<file path="src/rtl/spi_cmd_seq.sv">
module spi_cmd_seq #(
  parameter int DATA_W = 32
) (
  input  logic              clk,
  input  logic              rst_n,
  input  logic              cmd_valid,
  output logic              cmd_ready,
  input  logic [15:0]       cmd_data,
  input  logic              tx_valid,
  output logic              tx_ready,
  input  logic [DATA_W-1:0] tx_data,
  output logic              rx_valid,
  input  logic              rx_ready,
  output logic [DATA_W-1:0] rx_data,
  output logic              sync_valid,
  output logic [7:0]        sync_id,
  output logic              sclk,
  output logic              sdo,
  output logic              sdo_oe,
  input  logic              sdi,
  output logic [7:0]        cs_n
);
  localparam int BW = $clog2(DATA_W + 1);

  typedef enum logic [2:0] {S_IDLE, S_LOAD, S_BIT, S_PUSH, S_WAIT} st_t;

  st_t              st;
  logic [7:0]       div_q, cnt, words, inv_q, cs_q;
  logic [3:0]       cfg;
  logic [BW-1:0]    bits_q, bitc;
  logic             wr_q, rd_q, phase;
  logic [DATA_W:0]  sh;
  logic [DATA_W-1:0] rsh;
  logic [9:0]       wl;

  wire [3:0] op = cmd_data[15:12];
  wire [3:0] a1 = cmd_data[11:8];
  wire [7:0] a2 = cmd_data[7:0];

  wire timed    = (st == S_BIT) || (st == S_WAIT);
  wire tick     = timed && (cnt == div_q);
  wire lead     = tick && !phase;
  wire trail    = tick && phase;
  wire shift_ev = cfg[0] ? lead : trail;
  wire samp_ev  = cfg[0] ? trail : lead;
  wire active   = (st == S_LOAD) || (st == S_BIT) || (st == S_PUSH);
  wire last_bit = (bitc == bits_q - BW'(1));

  wire [DATA_W-1:0] aligned = tx_data << (BW'(DATA_W) - bits_q);
  wire [BW-1:0]     bits_in = (a2 == 8'd0 || a2 > 8'(DATA_W)) ? BW'(DATA_W) : a2[BW-1:0];

  assign cmd_ready = (st == S_IDLE);
  assign tx_ready  = (st == S_LOAD) && wr_q;
  assign rx_valid  = (st == S_PUSH);
  assign rx_data   = rsh;
  assign sclk      = cfg[1] ^ ((st == S_BIT) && phase);
  assign sdo       = (active && wr_q) ? sh[DATA_W] : cfg[3];
  assign sdo_oe    = !(cfg[2] && active && !wr_q);
  assign cs_n      = cs_q;

  always_ff @(posedge clk or negedge rst_n) begin
    if (!rst_n) begin
      st         <= S_IDLE;
      div_q      <= '0;
      cnt        <= '0;
      words      <= '0;
      inv_q      <= '0;
      cs_q       <= '1;
      cfg        <= '0;
      bits_q     <= BW'(8);
      bitc       <= '0;
      wr_q       <= 1'b0;
      rd_q       <= 1'b0;
      phase      <= 1'b0;
      sh         <= '0;
      rsh        <= '0;
      wl         <= '0;
      sync_valid <= 1'b0;
      sync_id    <= '0;
    end else begin
      sync_valid <= 1'b0;
      cnt <= (tick || !timed) ? 8'd0 : cnt + 8'd1;
      case (st)
        S_IDLE: if (cmd_valid) begin
          case (op)
            4'd0: begin
              wr_q  <= a1[0];
              rd_q  <= a1[1];
              words <= a2;
              st    <= S_LOAD;
            end
            4'd1: begin
              cs_q <= a2 ^ inv_q;
              if (a1 != 4'd0) begin
                wl <= {5'd0, a1, 1'b0} - 10'd1;
                st <= S_WAIT;
              end
            end
            4'd2: begin
              case (a1)
                4'd0: div_q  <= a2;
                4'd1: cfg    <= a2[3:0];
                4'd2: bits_q <= bits_in;
                default: ;
              endcase
            end
            4'd3: begin
              if (a1 == 4'd0) begin
                sync_valid <= 1'b1;
                sync_id    <= a2;
              end else if (a1 == 4'd1) begin
                wl <= {1'b0, a2, 1'b1};
                st <= S_WAIT;
              end
            end
            4'd4: inv_q <= a2;
            default: ;
          endcase
        end
        S_LOAD: if (!wr_q || tx_valid) begin
          sh    <= cfg[0] ? {cfg[3], aligned} : {aligned, cfg[3]};
          rsh   <= '0;
          bitc  <= '0;
          phase <= 1'b0;
          st    <= S_BIT;
        end
        S_BIT: if (tick) begin
          phase <= !phase;
          if (shift_ev) sh  <= {sh[DATA_W-1:0], cfg[3]};
          if (samp_ev)  rsh <= {rsh[DATA_W-2:0], sdi};
          if (phase) begin
            if (last_bit) begin
              if (rd_q) st <= S_PUSH;
              else if (words == 8'd0) st <= S_IDLE;
              else begin
                words <= words - 8'd1;
                st    <= S_LOAD;
              end
            end else begin
              bitc <= bitc + BW'(1);
            end
          end
        end
        S_PUSH: if (rx_ready) begin
          if (words == 8'd0) st <= S_IDLE;
          else begin
            words <= words - 8'd1;
            st    <= S_LOAD;
          end
        end
        S_WAIT: if (tick) begin
          if (wl == 10'd0) st <= S_IDLE;
          else wl <= wl - 10'd1;
        end
        default: st <= S_IDLE;
      endcase
    end
  end
endmodule

</file>
<file path="config.mk">
export PLATFORM = sky130hd
export DESIGN_NAME = spi_cmd_seq
export DESIGN_NICKNAME = d
export VERILOG_FILES = /design/src/rtl/spi_cmd_seq.sv
export SDC_FILE = /design/constraint.sdc
export NUM_CORES = 1
export LEC_CHECK = 0
export BUFFER_PORTS_ARGS = -buffer_cell sky130_fd_sc_hd__buf_2
export CAP_MARGIN = 5
export CORE_ASPECT_RATIO = 0.5
export CORE_UTILIZATION = 55
export CTS_BUF_LIST = sky130_fd_sc_hd__clkbuf_4
export CTS_CLUSTER_SIZE = 20
export DETAILED_ROUTE_END_ITERATION = 8
export HOLD_SLACK_MARGIN = 0.15
export MAX_ROUTING_LAYER = met4
export PLACE_DENSITY = 0.79
export SYNTH_ARGS = -nofsm -noshare
export SYNTH_HDL_FRONTEND = slang
export SYNTH_SLANG_ARGS = --single-unit
</file>
<file path="constraint.sdc">
create_clock -name clk -period 3.5 [get_ports clk]
set_clock_uncertainty 0.05 [all_clocks]
set_input_delay 0.35 -clock clk [delete_from_list [all_inputs] [get_ports clk]]
set_output_delay 0.35 -clock clk [all_outputs]
set_load 0.02 [all_outputs]
</file>
==> results of run 1 <==
[synth_stat cells (5+ instances only)]
library cell | count | area share, %
o21ai_1 | 6 | 0.32
nor4_1 | 6 | 0.40
or3_1 | 9 | 0.60
o221ai_1 | 11 | 1.0
nand2_1 | 137 | 5.5
dfrtp_1 | 137 | 37
and2_1 | 6 | 0.40
mux2_2 | 34 | 4.1
o22ai_1 | 15 | 1.0
nor2_1 | 70 | 2.8
a22o_1 | 8 | 0.75
a21boi_0 | 12 | 0.96
nand2b_1 | 14 | 0.94
o21ai_0 | 66 | 3.5
a31oi_1 | 25 | 1.7
clkbuf_1 | 46 | 1.8
dfstp_2 | 9 | 2.5
o31ai_1 | 13 | 1.0
xor2_1 | 9 | 0.84
ha_1 | 9 | 1.2
mux4_2 | 30 | 7.2
buf_2 | 17 | 0.91
a211oi_1 | 5 | 0.40
o211ai_1 | 11 | 0.88
inv_1 | 19 | 0.76
a21oi_1 | 41 | 2.2
xnor2_1 | 25 | 2.3
a22oi_1 | 12 | 0.96
nand3_1 | 34 | 1.8
nor3_1 | 20 | 1.1
mux2i_1 | 47 | 5.0
[cell type report]
cell class / instances / area [µm²]
Tap cell: 227 / 284
Fill cell: 1321 / 5830
Timing Repair Buffer: 160 / 1010
Multi-Input combinational cell: 745 / 5310
Clock inverter: 14 / 151
Clock buffer: 18 / 135
Inverter: 21 / 78.8
Antenna cell: 1 / 2.50
Sequential cell: 146 / 3670
[how the worst min path moves through the flow]
stage	startpoint	end	slack, ps	cells after the start
after floorplan	rst_n	bitc[0]	4	0
after global placement	rst_n	rx_data[12]	350	1
after detailed placement	rst_n	rx_data[12]	360	1
after CTS	cmd_data[12]	st[2]	220	3
after global routing	cmd_data[12]	st[2]	250	3
final	cmd_data[12]	st[2]	260	3
[worst min-delay path, stage by stage]
cell	delay, ps
buf_2	140
or3b_2	280
o31ai_1	90
[cell families after synthesis]
group	synth area share, %
AND/OR/NAND/NOR	16.6
flip-flops	39.2
buffers and inverters	4.13
adder cells (fa/ha/maj)	1.21
XOR/XNOR	3.72
multiplexers	16.9
AO/OA/AOI/OAI	18.1
[routing by layer]
layer / part of all wire (%) / track usage [%]
met2: 47 / 49.8
met3: 6.9 / 7.09
met1: 44 / 42.1
met4: 1.9 / 8.81
met5: 0 / -
[flip-flops by register name (all words and copies together), names as in the netlist, 8 cells and up]
name,count
cnt,8
cs_n,8
div_q,8
inv_q,8
rx_data,32
sh,33
sync_id,8
wl,10
words,8
[timing repair]
action,in CTS,in global routing
resized for setup,0,1
hold buffers,20,0
hold endpoints to repair,106,0
setup endpoints to repair,0,6
[per-stage QoR]
stage               total power (µW)  utilization [%]  worst slack [ps]
global placement                4710             61.5               234
floorplan                       4060                -               123
global route                    6370             64.6              3.78
detailed placement              4780             61.5               179
finish                          5980             64.6               121
CTS                             5930             64.4               138
[where the power goes]
group	switching (µW)	internal (µW)	total, µW
combinational	1540	910	2450
clock	677	442	1120
sequential	328	2080	2410
total	2550	3430	5980
==> flow_metrics.py, run 1 <==
metrics = {
    "status": {
        "status": "finished, final reports clean",
    },
    "cts": {
        "cts-root-buf": "clkbuf_4",
        "clk_latency_ps": 580,
        "clock_path_buffers": 2,
        "clkSinkCount": 146,
        "cts_setup_buffers": 0,
        "htreeDepth": 4,
        "cts_buffers": 17,
        "cts_tree": "yes",
        "clkTransAtPathRegs_ps": 150,
    },
    "logic_synthesis": {
        "synth-warning-count": 0,
        "synthCells": 982,
        "synth_flop_cell": "dfrtp_1",
        "synth_seq_cells": 146,
        "yosysSeqAreaShare_pct": 39.2,
        "syn_area_um2": 9340,
        "async_flop_share_pct": 100,
        "syn-num-nets": 1045,
        "synth_edf_count": 0,
        "syn_area_per_cell_um2": 9.51,
        "synthDistinctLibCells": 74,
    },
    "sta": {
        "fin_crit_ps": 3380,
        "hold_viol_final": 0,
        "period_share_pct": 96.5,
        "max_freq_mhz": 296,
        "slew_headroom_pct": 21.3,
        "final-setup-viol-count": 0,
        "hold-worst-slack_ps": 261,
        "setup_tns_ps": 0,
        "tightest_slew_ps": 1180,
        "slew_viol_final": 0,
        "rsz0062_at_grt": "no",
    },
    "global_route": {
        "grt_max_degree": 70,
        "grt_first_pass_wirelength_um": 41600,
        "antenna_found_initial": 1,
        "grt_usage_pct": 31.9,
        "grt_overflow": 0,
        "grt_pass1_vias": 8016,
    },
    "drt": {
        "routed_wl_um": 26100,
        "wl_per_cell_um": 19.6,
        "drtIter0Drc": 811,
        "ant_nets": 0,
        "vias_per_cell": 6.37,
        "drc": 0,
        "first_pass_iters": 6,
        "via_count": 8490,
    },
    "setup_path": {
        "end_kind": "flop",
        "worstPathCellList": "inv_1 > ha_1 > xnor2_4 > mux4_2 > mux4_1 > a22oi_1 > o221ai_1",
        "cp_num_buf_inv": 1,
        "crit_arrival_ps": 3760,
        "slowest_stage": "xnor2_4",
        "crit_family": "multiplexers",
        "reg2reg_depth": 7,
        "r2r-start": "bits_q[0]",
        "crit_path_start": "bits_q[0]",
        "reg2reg_slack_ps": 120,
        "path_depth": 7,
        "required_ps": 3880,
        "endpoint": "sh[25]",
        "r2r-end": "sh[25]",
        "path_max_fanout": 37,
        "critPathKind": "reg2reg",
        "critPathLaunchType": "flop",
        "slowest_delay_ps": 920,
    },
    "finish": {
        "drive_gt1_share_pct": 24.3,
        "final_common_cell": "nand2_1",
        "layout_common_cells": "nand2_1 (137), dfrtp_1 (136), buf_2 (107), nor2_1 (70), o21ai_0 (66)",
        "area_growth_pct": 13.9,
        "fin_nets": 1154,
        "fin_cells": 1332,
        "fin_area_um2": 10600,
    },
    "power": {
        "p_leak_uw": 0.00460,
        "vdd_ir_drop_max_mv": 0.398,
        "p_per_area_nw_per_um2": 562,
    },
    "worst_hold_path": {
        "hp-class": "in2reg",
    },
    "floorplanning": {
        "fp.dieW_um": 186,
        "dieArea_um2": 17500,
        "coreArea_um2": 16500,
        "num_rows": 33,
        "floorplan.initialDensity_pct": 56.7,
        "pin_count": 109,
        "die_h_um": 94.1,
    },
    "placement": {
        "place_inst": 1278,
        "hpwl_um": 18500,
        "io_buffers": 108,
        "place_area_um2": 10100,
        "routabilityCongestion": 0.969,
    },
    "flow_run": {
        "max_cap_viol_count": 0,
    },
}
No activity file was read; power rests on OpenSTA's default activity.
==> inputs of run 2 (changes only) <==
- ABC_AREA: not set -> 1
==> run 2 against run 1 <==
  * Register-to-register slack improved by 420 ps
  * Sequential power decreased by 2%
  * Utilization decreased by 1.7 points
  * Synthesized area increased by 0.88%
  * Sequential share of layout area increased by 0.72 points
  * Critical path depth increased by 7
  * Highest routed layer unchanged
  * Largest power group unchanged
  * Largest cell class unchanged
  * Maximum frequency increased by 14%
  * Via count increased by 11%
  * Count of clock-buffer cells in the layout increased by 1
==> flow_metrics.py, run 2 <==
metrics = {
    "status": {
        "status": "finished, final reports clean",
    },
    "cts": {
        "clkTransAtPathRegs_ps": 140,
        "clkSinkCount": 146,
        "cts_setup_buffers": 0,
        "clk_latency_ps": 540,
        "postCtsHoldBufs": 16,
        "post_cts_resize_count": 0,
        "clock_path_buffers": 2,
        "cts_tree": "yes",
        "cts_buffers": 17,
        "cts-root-buf": "clkbuf_4",
        "htreeDepth": 4,
    },
    "setup_path": {
        "crit_arrival_ps": 3380,
        "r2r-start": "bits_q[0]",
        "path_max_fanout": 36,
        "crit_path_start": "bits_q[0]",
        "critPathLaunchType": "flop",
        "reg2reg_depth": 14,
        "endpoint": "sh[20]",
        "r2r-end": "sh[20]",
        "required_ps": 3920,
        "end_kind": "flop",
        "reg2reg_slack_ps": 540,
        "critPathKind": "reg2reg",
    },
    "floorplanning": {
        "num_rows": 33,
        "fp.dieW_um": 187,
        "die_h_um": 94.5,
        "floorplan.initialDensity_pct": 56.9,
        "pin_count": 109,
        "coreArea_um2": 16600,
        "dieArea_um2": 17700,
    },
    "power": {
        "vdd_ir_drop_max_mv": 0.392,
        "p_leak_uw": 0.00515,
        "p_per_area_nw_per_um2": 599,
        "p_total_uw": 6240,
    },
    "finish": {
        "fin_cells": 1693,
        "fillers": 1523,
        "fin_area_um2": 10400,
        "drive_gt1_share_pct": 14.5,
        "diodes": 0,
        "top_register": "sh",
        "seqCellArea_um2": 3660,
        "area_growth_pct": 10.6,
        "fin_util_pct": 62.9,
        "multi_input_area_um2": 5040,
        "final_common_cell": "nand2_1",
        "fin_nets": 1516,
        "layout_common_cells": "nand2_1 (467), nand3_1 (248), dfrtp_1 (137), buf_2 (107), inv_1 (82)",
        "largest_register_ffs": 33,
    },
    "sta": {
        "fin_crit_ps": 2960,
        "rsz0062_at_grt": "no",
        "slew_viol_final": 0,
        "slew_headroom_pct": 37.6,
        "max_freq_mhz": 338,
        "setup_tns_ps": 0,
        "tightest_slew_ps": 931,
        "period_share_pct": 84.6,
        "hold_viol_final": 0,
        "final-setup-viol-count": 0,
    },
    "global_route": {
        "grt_max_degree": 65,
        "grt_usage_pct": 30.2,
        "antenna_found_initial": 0,
        "grt_first_pass_wirelength_um": 41700,
        "grt_pass1_vias": 8653,
        "grt_overflow": 0,
    },
    "logic_synthesis": {
        "synthDistinctLibCells": 49,
        "synth_flop_cell": "dfrtp_1",
        "synth-warning-count": 0,
        "syn_area_per_cell_um2": 6.92,
        "synth.most_common_cell": "nand2_1",
        "synth_top_area_share_pct": 36.4,
        "syn_area_um2": 9420,
        "synth_edf_count": 0,
        "synth.area.top_cells": "dfrtp_1 (36%), nand2_1 (19%), nand3_1 (13%)",
        "yosysSeqAreaShare_pct": 38.9,
        "async_flop_share_pct": 100,
        "yosys-top-cells-count": "nand2_1 (467), nand3_1 (248), dfrtp_1 (137)",
        "synth_area_leader_cell": "dfrtp_1",
        "synthCells": 1362,
        "syn-num-nets": 1425,
        "synth_seq_cells": 146,
    },
    "placement": {
        "hpwl_um": 18100,
        "io_buffers": 108,
        "place_inst": 1645,
        "place_area_um2": 9990,
        "routabilityCongestion": 0.958,
    },
    "flow_run": {
        "max_cap_viol_count": 0,
    },
    "drt": {
        "vias_per_cell": 5.56,
        "via_count": 9420,
        "routed_wl_um": 25100,
        "first_pass_iters": 5,
        "ant_nets": 0,
        "wl_per_cell_um": 14.8,
        "drc": 0,
        "drtIter0Drc": 812,
    },
    "worst_hold_path": {
        "hold_path_depth": 4,
        "hp-class": "in2reg",
    },
}
==> run 2: cell count changes after synthesis, moves of 12 or more <==
cell,delta
a22oi_1,-12
a31oi_1,-20
clkbuf_1,-19
inv_1,+63
mux2_2,-32
mux2i_1,-46
mux4_2,-30
nand2_1,+330
nand2b_1,-14
nand3_1,+214
o21ai_1,+22
o21ai_2,+17
xnor2_1,-13
==> run 2: worst max-delay path: stages (launching register included) <==
cell and delay, ps:
dfrtp_1 430, inv_4 260, ha_1 250, inv_1 50
nand2_1 50, nand2_1 60, inv_1 660, nand3_1 250
nor2_1 310, nand2_1 90, nand2_1 160, nand2_1 70
nand3_1 100, nand2_1 50, nand2_1 60
==> run 2: layer usage <==
metal  wire [µm]  GRT usage (%)  up-vias
li1            -              -     4667
met1       11900           39.9     4410
met2       11300           48.1      298
met3        1340           4.57       45
met4         558           9.56        0
met5           0              -        -
==> run 2: through the flow <==
stage,setup slack [ps],hold WS [ps]
after CTS,584,151
after global routing,249,157
final,540,193
after global placement,655,316
after floorplan,1050,4.41
after detailed placement,605,324
==> run 2: final cells by class <==
type	count	area share (%)
inverters	94	3.46
repair buffers	135	7.70
multi-input cells	1059	48.4
clock buffers	19	1.37
well taps	227	2.73
clock inverters	13	1.19
flip-flops and latches	146	35.2
==> run 2: worst min path at each step <==
stage	from	slack (ps)	end
finish	cmd_data[13]	190	inv_q[0]
global route	cmd_data[13]	160	inv_q[0]
CTS	cmd_data[13]	150	inv_q[0]
detailed placement	rst_n	320	sync_id[1]
global placement	rst_n	320	inv_q[6]
floorplan	rst_n	4	bitc[0]
==> run 2: kinds of logic after synthesis <==
kind of cell,synth area share [%]
compound gates,11.1
xor+xnor,2.23
fa+ha+maj,1.20
buf+inv,7.58
flops,38.9
mux,0.345
simple gates,38.6
==> run 2: where the power goes <==
group | switching [µW] | internal, µW
logic | 2030 | 815
clock network | 669 | 380
registers | 251 | 2090
total | 2950 | 3290
